### src/rtl/spd_pkg.sv
package spd_pkg;

    typedef enum logic {
        POL_ACT_LOW  = 1'b0,
        POL_ACT_HIGH = 1'b1
    } spd_pol_e;

endpackage

### src/rtl/spd_sync2.sv
module spd_sync2 #(
    parameter int W = 2
) (
    input  logic         clk,
    input  logic         rst_n,
    input  logic [W-1:0] d_i,
    output logic [W-1:0] q_o
);

    typedef struct packed {
        logic [W-1:0] meta;
        logic [W-1:0] safe;
    } sync_st_t;

    sync_st_t st_d, st_q;

    always_comb begin
        st_d      = st_q;
        st_d.meta = d_i;
        st_d.safe = st_q.meta;
    end

    always_ff @(posedge clk or negedge rst_n) begin
        if (!rst_n) st_q <= '0;
        else        st_q <= st_d;
    end

    assign q_o = st_q.safe;

endmodule

### src/rtl/spd_pol_integ.sv
module spd_pol_integ
    import spd_pkg::*;
#(
    parameter int CNT_W = 10,
    parameter int LO_TH = 256,
    parameter int HI_TH = 767,
    parameter int PRESC = 128
) (
    input  logic             clk,
    input  logic             rst_n,
    input  logic             lvl_i,
    output spd_pol_e         pol_o,
    output logic             dec_o,
    output logic [CNT_W-1:0] cnt_o
);

    localparam logic [CNT_W-1:0] CNT_TOP = '1;
    localparam logic [CNT_W-1:0] CNT_MID = CNT_W'(1) << (CNT_W - 1);
    localparam logic [CNT_W-1:0] LO_LIM  = CNT_W'(LO_TH);
    localparam logic [CNT_W-1:0] HI_LIM  = CNT_W'(HI_TH);

    logic tick;

    generate
        if (PRESC <= 1) begin : g_nodiv
            assign tick = 1'b1;
        end else begin : g_div
            localparam int PW = $clog2(PRESC);
            localparam logic [PW-1:0] PRE_LAST = PW'(PRESC - 1);
            logic [PW-1:0] pre_d, pre_q;
            always_comb begin
                pre_d = (pre_q == PRE_LAST) ? '0 : pre_q + 1'b1;
            end
            always_ff @(posedge clk or negedge rst_n) begin
                if (!rst_n) pre_q <= '0;
                else        pre_q <= pre_d;
            end
            assign tick = (pre_q == PRE_LAST);
        end
    endgenerate

    typedef struct packed {
        logic [CNT_W-1:0] cnt;
        spd_pol_e         pol;
        logic             dec;
    } integ_st_t;

    integ_st_t st_d, st_q;

    always_comb begin
        st_d = st_q;
        if (tick) begin
            if (lvl_i && st_q.cnt != CNT_TOP)
                st_d.cnt = st_q.cnt + 1'b1;
            else if (!lvl_i && st_q.cnt != '0)
                st_d.cnt = st_q.cnt - 1'b1;
        end
        // minority-high input drives the count low: pulse is the high level
        if (st_q.cnt <= LO_LIM) begin
            st_d.pol = POL_ACT_HIGH;
            st_d.dec = 1'b1;
        end else if (st_q.cnt >= HI_LIM) begin
            st_d.pol = POL_ACT_LOW;
            st_d.dec = 1'b1;
        end
    end

    always_ff @(posedge clk or negedge rst_n) begin
        if (!rst_n) begin
            st_q.cnt <= CNT_MID;
            st_q.pol <= POL_ACT_LOW;
            st_q.dec <= 1'b0;
        end else begin
            st_q <= st_d;
        end
    end

    assign pol_o = st_q.pol;
    assign dec_o = st_q.dec;
    assign cnt_o = st_q.cnt;

endmodule

### src/rtl/spd_width_qual.sv
module spd_width_qual #(
    parameter int MIN_W  = 175,
    parameter int VINT_W = 2500
) (
    input  logic clk,
    input  logic rst_n,
    input  logic act_i,
    output logic hs_o,
    output logic cv_o,
    output logic cv_next_o
);

    localparam int RUN_MAX = (MIN_W > VINT_W) ? MIN_W : VINT_W;
    localparam int RW      = $clog2(RUN_MAX + 1);
    localparam logic [RW-1:0] RUN_TOP = RW'(RUN_MAX);
    localparam logic [RW-1:0] MIN_LIM = RW'(MIN_W);
    localparam logic [RW-1:0] VINT_LIM = RW'(VINT_W);

    typedef struct packed {
        logic [RW-1:0] run;
        logic          hs;
        logic          cv;
    } qual_st_t;

    qual_st_t st_d, st_q;

    always_comb begin
        st_d = st_q;
        if (!act_i)
            st_d.run = '0;
        else if (st_q.run != RUN_TOP)
            st_d.run = st_q.run + 1'b1;
        st_d.hs = act_i && (st_d.run >= MIN_LIM);
        st_d.cv = act_i && (st_d.run >= VINT_LIM);
    end

    always_ff @(posedge clk or negedge rst_n) begin
        if (!rst_n) st_q <= '0;
        else        st_q <= st_d;
    end

    assign hs_o      = st_q.hs;
    assign cv_o      = st_q.cv;
    assign cv_next_o = st_d.cv;

endmodule

### src/rtl/spd_top.sv
module spd_top
    import spd_pkg::*;
#(
    parameter int CNT_W   = 10,
    parameter int LO_TH   = 256,
    parameter int HI_TH   = 767,
    parameter int H_PRESC = 128,
    parameter int V_PRESC = 4096,
    parameter int MIN_W   = 175,
    parameter int VINT_W  = 2500,
    parameter int V_QUIET = 10000000
) (
    input  logic clk,
    input  logic rst_n,
    input  logic hsync_i,
    input  logic vsync_i,
    output logic hsync_o,
    output logic vsync_o,
    output logic csync_v_o,
    output logic hpol_o,
    output logic vpol_o
);

    localparam int QW = $clog2(V_QUIET + 1);
    localparam logic [QW-1:0] QUIET_LIM = QW'(V_QUIET);

    logic [1:0]       sync_s;
    logic             h_s, v_s;
    spd_pol_e         h_pol, v_pol;
    logic             h_dec, v_dec;
    logic [CNT_W-1:0] h_cnt, v_cnt;
    logic             h_act, v_act;
    logic             cv_next;
    logic             v_absent;

    spd_sync2 #(.W(2)) sync_i (
        .clk   (clk),
        .rst_n (rst_n),
        .d_i   ({vsync_i, hsync_i}),
        .q_o   (sync_s)
    );
    assign h_s = sync_s[0];
    assign v_s = sync_s[1];

    spd_pol_integ #(
        .CNT_W (CNT_W), .LO_TH (LO_TH), .HI_TH (HI_TH), .PRESC (H_PRESC)
    ) h_integ_i (
        .clk   (clk),
        .rst_n (rst_n),
        .lvl_i (h_s),
        .pol_o (h_pol),
        .dec_o (h_dec),
        .cnt_o (h_cnt)
    );

    spd_pol_integ #(
        .CNT_W (CNT_W), .LO_TH (LO_TH), .HI_TH (HI_TH), .PRESC (V_PRESC)
    ) v_integ_i (
        .clk   (clk),
        .rst_n (rst_n),
        .lvl_i (v_s),
        .pol_o (v_pol),
        .dec_o (v_dec),
        .cnt_o (v_cnt)
    );

    assign h_act = h_dec && ((h_pol == POL_ACT_HIGH) ? h_s : ~h_s);
    assign v_act = v_dec && ((v_pol == POL_ACT_HIGH) ? v_s : ~v_s);

    spd_width_qual #(.MIN_W (MIN_W), .VINT_W (VINT_W)) qual_i (
        .clk       (clk),
        .rst_n     (rst_n),
        .act_i     (h_act),
        .hs_o      (hsync_o),
        .cv_o      (csync_v_o),
        .cv_next_o (cv_next)
    );

    typedef struct packed {
        logic [QW-1:0] quiet;
        logic          vs;
    } top_st_t;

    top_st_t st_d, st_q;

    assign v_absent = (st_q.quiet == QUIET_LIM);

    always_comb begin
        st_d = st_q;
        if (v_s)
            st_d.quiet = '0;
        else if (!v_absent)
            st_d.quiet = st_q.quiet + 1'b1;
        st_d.vs = v_absent ? cv_next : v_act;
    end

    always_ff @(posedge clk or negedge rst_n) begin
        if (!rst_n) st_q <= '0;
        else        st_q <= st_d;
    end

    assign vsync_o = st_q.vs;
    assign hpol_o  = (h_pol == POL_ACT_HIGH);
    assign vpol_o  = (v_pol == POL_ACT_HIGH);

endmodule

### config.mk
export PLATFORM = sky130hd
export DESIGN_NAME = spd_top
export DESIGN_NICKNAME = d
export VERILOG_FILES = /design/src/rtl/spd_pkg.sv /design/src/rtl/spd_sync2.sv /design/src/rtl/spd_pol_integ.sv /design/src/rtl/spd_width_qual.sv /design/src/rtl/spd_top.sv
export SDC_FILE = /design/constraint.sdc
export NUM_CORES = 1
export LEC_CHECK = 0
export BUFFER_PORTS_ARGS = -buffer_cell sky130_fd_sc_hd__buf_2
export CORE_MARGIN = 10
export CORE_UTILIZATION = 68
export DETAILED_ROUTE_END_ITERATION = 16
export PLACE_DENSITY = 0.95
export SLEW_MARGIN = 20
export SYNTH_ARGS = -nofsm -noshare
export SYNTH_HDL_FRONTEND = slang
export SYNTH_SLANG_ARGS = --single-unit
### constraint.sdc
create_clock -name clk -period 6.6 [get_ports clk]
set_input_delay 0.99 -clock clk [delete_from_list [all_inputs] [get_ports clk]]
set_output_delay 0.99 -clock clk [all_outputs]
set_load 0.01 [all_outputs]
==> flow_summary.json, run 1 <==
{
  "run_status": "completed",
  "worst_setup_timing_slack_at_the_placement_stage_ns": 3.35,
  "cts-hold-fix-buffers": 0,
  "reg2reg_depth": 10,
  "startpoint_type": "register",
  "unrepaired_setup_endpoints_after_global_routing": "no",
  "cp_max_fo": 26,
  "switching_power_mw": 0.233,
  "avgRoutedWirePerCell_um": 15.5,
  "finClkSkew_ns": 0.0162,
  "drc": 0,
  "hold_path.class": "register to register",
  "die_y_um": 104,
  "grt.total_usage_pct": 18.0,
  "post-synth-top-area-cell": "dfrtp_1",
  "finalMaxSlewViolations": 0,
  "timing.critical_path.to": "v_integ_i.cnt_o[9]",
  "hpwlAfterDp_um": 6400,
  "crit_path_max_incr_delay_ns": 0.89,
  "combinational_power_share_pct": 4.7,
  "die_ar_um2": 10800,
  "global_route.usage.met2_pct": 29.7,
  "first_pass_grt_wire_length_um": 16700,
  "synth_fp_nets": 533,
  "drtPass1Iterations": 4,
  "cts_tree": "built",
  "worstReg2RegEnd": "v_integ_i.cnt_o[9]",
  "finalHoldViolations": 0,
  "most_frequent_cells_after_synthesis": "dfrtp_1, nor2_1, xnor2_1",
  "multi_input_logic_area_um2": 2490,
  "fin_util_pct": 74.8,
  "worst_slew_pin_tran_ns": 1.05,
  "post_route_cells_drive_above_1_share_pct": 6.23,
  "yosys-mux-area-fraction_pct": 0,
  "worstPathRequired_ns": 6.89,
  "timing.setup.critical_path_class": "register to register",
  "dominant_combinational_cell_family_by_area_after_synthesis": "simple AND/OR/NAND/NOR gates",
  "layout.filler_cells": 437,
  "cts.path.max_buffers": 2,
  "worst_setup_hold_path_clk_slew_ns": 0.08,
  "grt_max_degree": 87,
  "area_delta_synth_final_pct": 6.41,
  "cp_data_arrival_time_ns": 3.60,
  "postSynth.topFlopCell": "dfrtp_1",
  "synth-adder-area-share_pct": 6.56,
  "cap_violations": 0,
  "routabilityCongestion": 0.908,
  "synth.yosys.seq_area_share_pct": 44.9,
  "cts_root_buf": "clkbuf_8",
  "synth.avg_cell_area_um2": 9.51,
  "htree_num_levels": 3,
  "gr-max-usage-layer": "met2",
  "avgViaCountPerCell": 6.02,
  "numClockSinks": 86,
  "worst_slack_ns": 3.29,
  "r2r-start": "sync_i.q_o[1]",
  "p_clk_share_pct": 41.1,
  "switching_share_pct": 23.5,
  "tritoncts.num_buffers": 9,
  "timing.max_slew.rel_slack_pct": 29.8,
  "ioPinCount": 9,
  "power_per_cell_area_nw_per_um2": 194,
  "dieWidth_um": 104,
  "routed_wirelength_um": 9470,
  "worst_ir_drop_vdd_mv": 0.233,
  "power.internal_mw": 0.760,
  "insertion_delay_ns": 0.37,
  "yosys-top-cells-area": "dfrtp_1, xnor2_1, ha_1",
  "synth_warnings": 0,
  "total_leakage_power_nw": 2.21,
  "yosys.area_share.simple_pct": 21.5,
  "syn-instance-count": 505,
  "layout_worst_path_cycle_share_pct": 50.2,
  "sequential_cell_area_um2": 2150,
  "crit_path_cell_trace": "inv_2, a31oi_1, inv_1, ha_1, a21oi_1, o2111ai_1, a211oi_1, nor3_1, nand3b_1, xnor2_1",
  "max_freq_mhz": 302,
  "route.antenna.remaining_nets": 0,
  "total_setup_violations_reported_at_the_end_of_the_flow": 0,
  "placement.io_buffers": 8,
  "yosysTopAreaCellShare_pct": 43.8,
  "layout.nets": 537,
  "synth-xor-area-share_pct": 12.9,
  "crit_slowest_cell": "dfrtp_1",
  "drt_first_iter_violations": 166,
  "route.vias.total": 3671,
  "floorplan.rows": 30,
  "r2r_setup_slack_ns": 3.29,
  "antenna_found_initial": 0,
  "worst_setup_path_startpoint": "sync_i.q_o[1]",
  "overflow": 0,
  "first_global_vias": 3608,
  "cts_setup_buffers": 0,
  "critical_path.endpoint_type": "register",
  "globalRouteMet1Util_pct": 22.6,
  "p_seq_share_pct": 54.2,
  "finalCriticalPeriod_ns": 3.31,
  "worst_case_hold_slack_ns": 0.349,
  "coreArea_um2": 6830,
  "proportion_of_synthesized_flip_flops_having_asynchronous_set_or_reset_pct": 100,
  "synth.cell_area_um2": 4800,
  "synth_enable_flop_cells": 0,
  "grt_util_met3_pct": 4.21,
  "post_synth_num_cell_types": 58,
  "synth-compound-area-share_pct": 10.9,
  "totalNegativeSetupSlack_ns": 0,
  "post_cts_resized": 0,
  "synth_most_common_cell": "dfrtp_1",
  "synth.ff_latch_count": 86,
  "floorplan.initialDensity_pct": 70.3,
  "diodes": 0
}
[registers in the layout, indices dropped and copies added, names as in the netlist, 2 cells and up]
| register | flops |
|---|---|
| sync_i.st_d | 2 |
| h_integ_i.g_div.pre_q | 7 |
| qual_i.st_q | 12 |
| v_integ_i.cnt_o | 10 |
| st_q | 24 |
| h_integ_i.cnt_o | 10 |
| v_integ_i.g_div.pre_q | 12 |
| sync_i.q_o | 2 |
[power by group through the flow]
stage	Combinational (mW)	Clock, mW	Sequential [mW]
global route	0.0538	0.437	0.539
finish	0.0468	0.408	0.538
floorplan	0.0310	0	0.545
detailed placement	0.0466	0	0.549
global placement	0.0437	0	0.548
CTS	0.0471	0.411	0.538
[through the flow]
step                area (µm²)  instances  power [mW]
global placement          4890        594       0.592
global route              5110        610        1.03
CTS                       5110        610       0.996
detailed placement        4890        594       0.595
floorplan                 4800        505       0.576
finish                    5110        610       0.993
[placed cells by master, fill, tap and decap left out, types with 3 or more instances in the layout]
master,instances
dfrtp_1,84
nor2_1,65
xnor2_1,40
nand2_1,39
nand3_1,29
xor2_1,29
inv_1,22
ha_1,22
o21ai_1,21
nand4_1,13
a21oi_1,13
and3_1,11
clkbuf_8,9
nor4_1,7
a31oi_1,7
o21ai_0,7
buf_2,7
nor3_1,6
nand2b_1,6
o21bai_1,6
and2_1,4
nor2b_1,4
a211oi_1,4
o21a_1,4
and4_1,3
[cells by family (layout without fill, tap and decap cells)]
family	after synthesis	in the layout
simple gates	205	205
flops	86	86
compound gates	82	82
xor+xnor	70	70
buf+inv	38	47
fa+ha+maj	24	24
[worst min path at each step]
stage	from	to	slack, ns	cells after the start
floorplan	sync_i.st_d[0]	sync_i.q_o[0]	0.33	0
finish	sync_i.st_d[1]	sync_i.q_o[1]	0.35	0
detailed placement	sync_i.st_d[1]	sync_i.q_o[1]	0.34	0
CTS	sync_i.st_d[1]	sync_i.q_o[1]	0.36	0
global route	sync_i.st_d[1]	sync_i.q_o[1]	0.37	0
global placement	sync_i.st_d[1]	sync_i.q_o[1]	0.34	0
[worst max-delay path, delay by kind of cell (launching register included)]
family,cells,cell delay [ns]
AND/OR/NAND/NOR,2,0.28
AO/OA/AOI/OAI,4,1.23
flip-flops,1,0.89
buffers and inverters,2,0.36
adder cells (fa/ha/maj),1,0.34
XOR/XNOR,1,0.14
[layout make-up]
cell class,instances,area share [%]
tap,96,2.35
multi-input combinational,381,48.7
clock inverter,5,1.64
sequential,86,42.2
timing repair buffer,8,0.906
clock buffer,11,2.57
inverter,23,1.69
[metal layers]
layer | vias to the layer above | routed length (µm)
li1 | 1767 | -
met5 | - | 0
met2 | 113 | 4640
met3 | 18 | 443
met1 | 1773 | 4220
met4 | 0 | 165
Power figures use the tool's default switching activity.
==> run 2: changes to the inputs <==
--- a/config.mk
+++ b/config.mk
@@ -7,9 +7,9 @@
 export LEC_CHECK = 0
 export BUFFER_PORTS_ARGS = -buffer_cell sky130_fd_sc_hd__buf_2
 export CORE_MARGIN = 10
-export CORE_UTILIZATION = 68
+export CORE_UTILIZATION = 57
 export DETAILED_ROUTE_END_ITERATION = 16
-export PLACE_DENSITY = 0.95
+export PLACE_DENSITY = 0.86
 export SLEW_MARGIN = 20
 export SYNTH_ARGS = -nofsm -noshare
 export SYNTH_HDL_FRONTEND = slang
==> constraint.sdc (replaced) <==
create_clock -name clk -period 2.9 [get_ports clk]
set_input_delay 0.435 -clock clk [delete_from_list [all_inputs] [get_ports clk]]
set_output_delay 0.435 -clock clk [all_outputs]
set_load 0.01 [all_outputs]
==> run 2 against run 1 <==
Compared with the run above: design area increased by 1.1%; die area rose by 15%; critical path depth is 1 higher; wire length shrank 1.0%; clock skew down 0.0052 ns; non-clock buffer count increased by 3; sequential power increased by 130%; final cell count increased by 2.0%.
==> flow_summary.json, run 2 (same netlist as run 1, synthesis figures left out) <==
{
  "diodes": 0,
  "crit_slowest_cell": "dfrtp_1",
  "floorplan.rows": 33,
  "crit_path_max_incr_delay_ns": 0.41,
  "reg2reg_depth": 11,
  "worst_setup_hold_path_clk_slew_ns": 0.09,
  "grt_max_degree": 54,
  "routed_wirelength_um": 9370,
  "floorplan.initialDensity_pct": 58.5,
  "cap_violations": 0,
  "worst_ir_drop_vdd_mv": 0.252,
  "layout.nets": 540,
  "post_route_cells_drive_above_1_share_pct": 7.74,
  "layout.filler_cells": 649,
  "antenna_found_initial": 0,
  "ioPinCount": 9,
  "r2r-start": "v_integ_i.cnt_o[6]",
  "worstPathRequired_ns": 3.19,
  "finalInstanceArea_um2": 5170,
  "r2r_setup_slack_ns": 0.17,
  "finalCriticalPeriod_ns": 2.73,
  "p_clk_share_pct": 39.9,
  "largest_register_ff_count": 24,
  "finalHoldViolations": 0,
  "placement.io_buffers": 8,
  "overflow": 0,
  "grt.total_usage_pct": 15.3,
  "largest-register": "st_q",
  "worst_case_hold_slack_ns": 0.0980,
  "total_setup_violations_reported_at_the_end_of_the_flow": 0,
  "finalMaxSlewViolations": 0,
  "max_freq_mhz": 367,
  "drtPass1Iterations": 4,
  "total_leakage_power_nw": 2.23,
  "coreArea_um2": 8220,
  "cts_root_buf": "clkbuf_8",
  "cp_data_arrival_time_ns": 3.01,
  "p_seq_share_pct": 54.9,
  "final_common_cell": "dfrtp_1",
  "critical_path.endpoint_type": "register",
  "dieWidth_um": 112,
  "place_area_um2": 4940,
  "top_regs": "st_q: 24 flops, qual_i.st_q: 12 flops, v_integ_i.g_div.pre_q: 12 flops",
  "drc": 0,
  "first_global_vias": 3716,
  "switching_power_mw": 0.529,
  "startpoint_type": "register",
  "combinational_power_share_pct": 5.2,
  "htree_num_levels": 3,
  "cp_max_fo": 8,
  "power.internal_mw": 1.70,
  "hold_path.class": "primary input to asynchronous set/reset pin",
  "cts.path.max_buffers": 2,
  "post-layout-total-power_mw": 2.23,
  "most_frequent_cells_in_the_layout": "dfrtp_1, nor2_1, xnor2_1",
  "timing.setup.critical_path_class": "register to register",
  "power_per_cell_area_nw_per_um2": 431,
  "run_status": "completed",
  "cts_setup_buffers": 0,
  "die_ar_um2": 12500,
  "avgRoutedWirePerCell_um": 15.1,
  "area_delta_synth_final_pct": 7.55,
  "cts_tree": "built",
  "crit_path_cell_trace": "nand4_1, nor2_1, a31oi_4, inv_2, ha_1, a21oi_1, o2111ai_1, a211oi_1, nor3_1, nand3b_1, xnor2_1",
  "numClockSinks": 86,
  "die_y_um": 112,
  "switching_share_pct": 23.7,
  "routabilityCongestion": 0.901,
  "first_pass_grt_wire_length_um": 16600,
  "worst_slew_pin_tran_ns": 0.985,
  "worst_setup_path_startpoint": "v_integ_i.cnt_o[6]",
  "layout_worst_path_cycle_share_pct": 94.0,
  "route.vias.total": 3663,
  "cts-hold-fix-buffers": 0,
  "finClkSkew_ns": 0.0110,
  "avgViaCountPerCell": 5.89,
  "drt_first_iter_violations": 171,
  "worstReg2RegEnd": "v_integ_i.cnt_o[9]",
  "hpwlAfterDp_um": 6640,
  "insertion_delay_ns": 0.36,
  "tritoncts.num_buffers": 9,
  "timing.max_slew.rel_slack_pct": 33.9,
  "route.antenna.remaining_nets": 0
}
[run 2: cell count changes in the layout (fill, tap and decap cells not counted), sizes merged]
cell,delta
bufinv,-1
clkbuf,+1
clkinvlp,-2
buf,+3
inv,+2
[run 2: layer usage]
metal  GRT usage [%]  vias up  wire, µm
met5               0        -         0
met4            6.94        0       206
met2            26.1       68      4710
li1                -     1771         -
met1            18.6     1803      4200
met3            2.36       21       261
[run 2: worst max path at each step]
stage	to
after floorplan	h_integ_i.cnt_o[9]
after detailed placement	v_integ_i.cnt_o[9]
after global routing	h_integ_i.cnt_o[9]
after CTS	v_integ_i.cnt_o[9]
after global placement	v_integ_i.cnt_o[9]
final	v_integ_i.cnt_o[9]
[run 2: layout make-up]
class | count | area [µm²] | share of cell area (%)
multi-input combinational | 381 | 2510 | 48.6
sequential | 86 | 2150 | 41.7
clock buffer | 12 | 155 | 3.00
tap | 105 | 131 | 2.54
inverter | 23 | 86.3 | 1.67
timing repair buffer | 11 | 77.6 | 1.50
clock inverter | 4 | 52.6 | 1.02
[run 2: per-stage QoR]
step           std cells  TNS (ns)  setup WS, ns  util [%]
2_1_floorplan        505         0         0.342         -
3_3_place_gp         606         0         0.128      60.1
3_5_place_dp         606   -0.0144       -0.0144      60.1
4_1_cts              622         0        0.0941      62.7
5_1_grt              622  -0.00486      -0.00486      62.9
6_report             622         0         0.173      62.9
[run 2: power groups by stage]
stage / sequential, mW / clock, mW / combinational [mW]
6_report: 1.22 / 0.889 / 0.116
5_1_grt: 1.22 / 0.953 / 0.134
4_1_cts: 1.22 / 0.902 / 0.117
3_5_place_dp: 1.24 / 0 / 0.116
3_3_place_gp: 1.24 / 0 / 0.111
2_1_floorplan: 1.24 / 0 / 0.0705
[run 2: what timing repair did]
action / CTS / global route
gates cloned: 0 / 0
resized for setup: 1 / 4
endpoints found under the setup margin: 1 / 4
[run 2: worst max-delay path: cells and delay by family (launching register included)]
family                   cells  cell delay [ns]
XOR/XNOR                     1             0.15
AO/OA/AOI/OAI                4             1.00
AND/OR/NAND/NOR              4             0.66
buffers and inverters        1             0.19
adder cells (fa/ha/maj)      1             0.26
flip-flops                   1             0.41
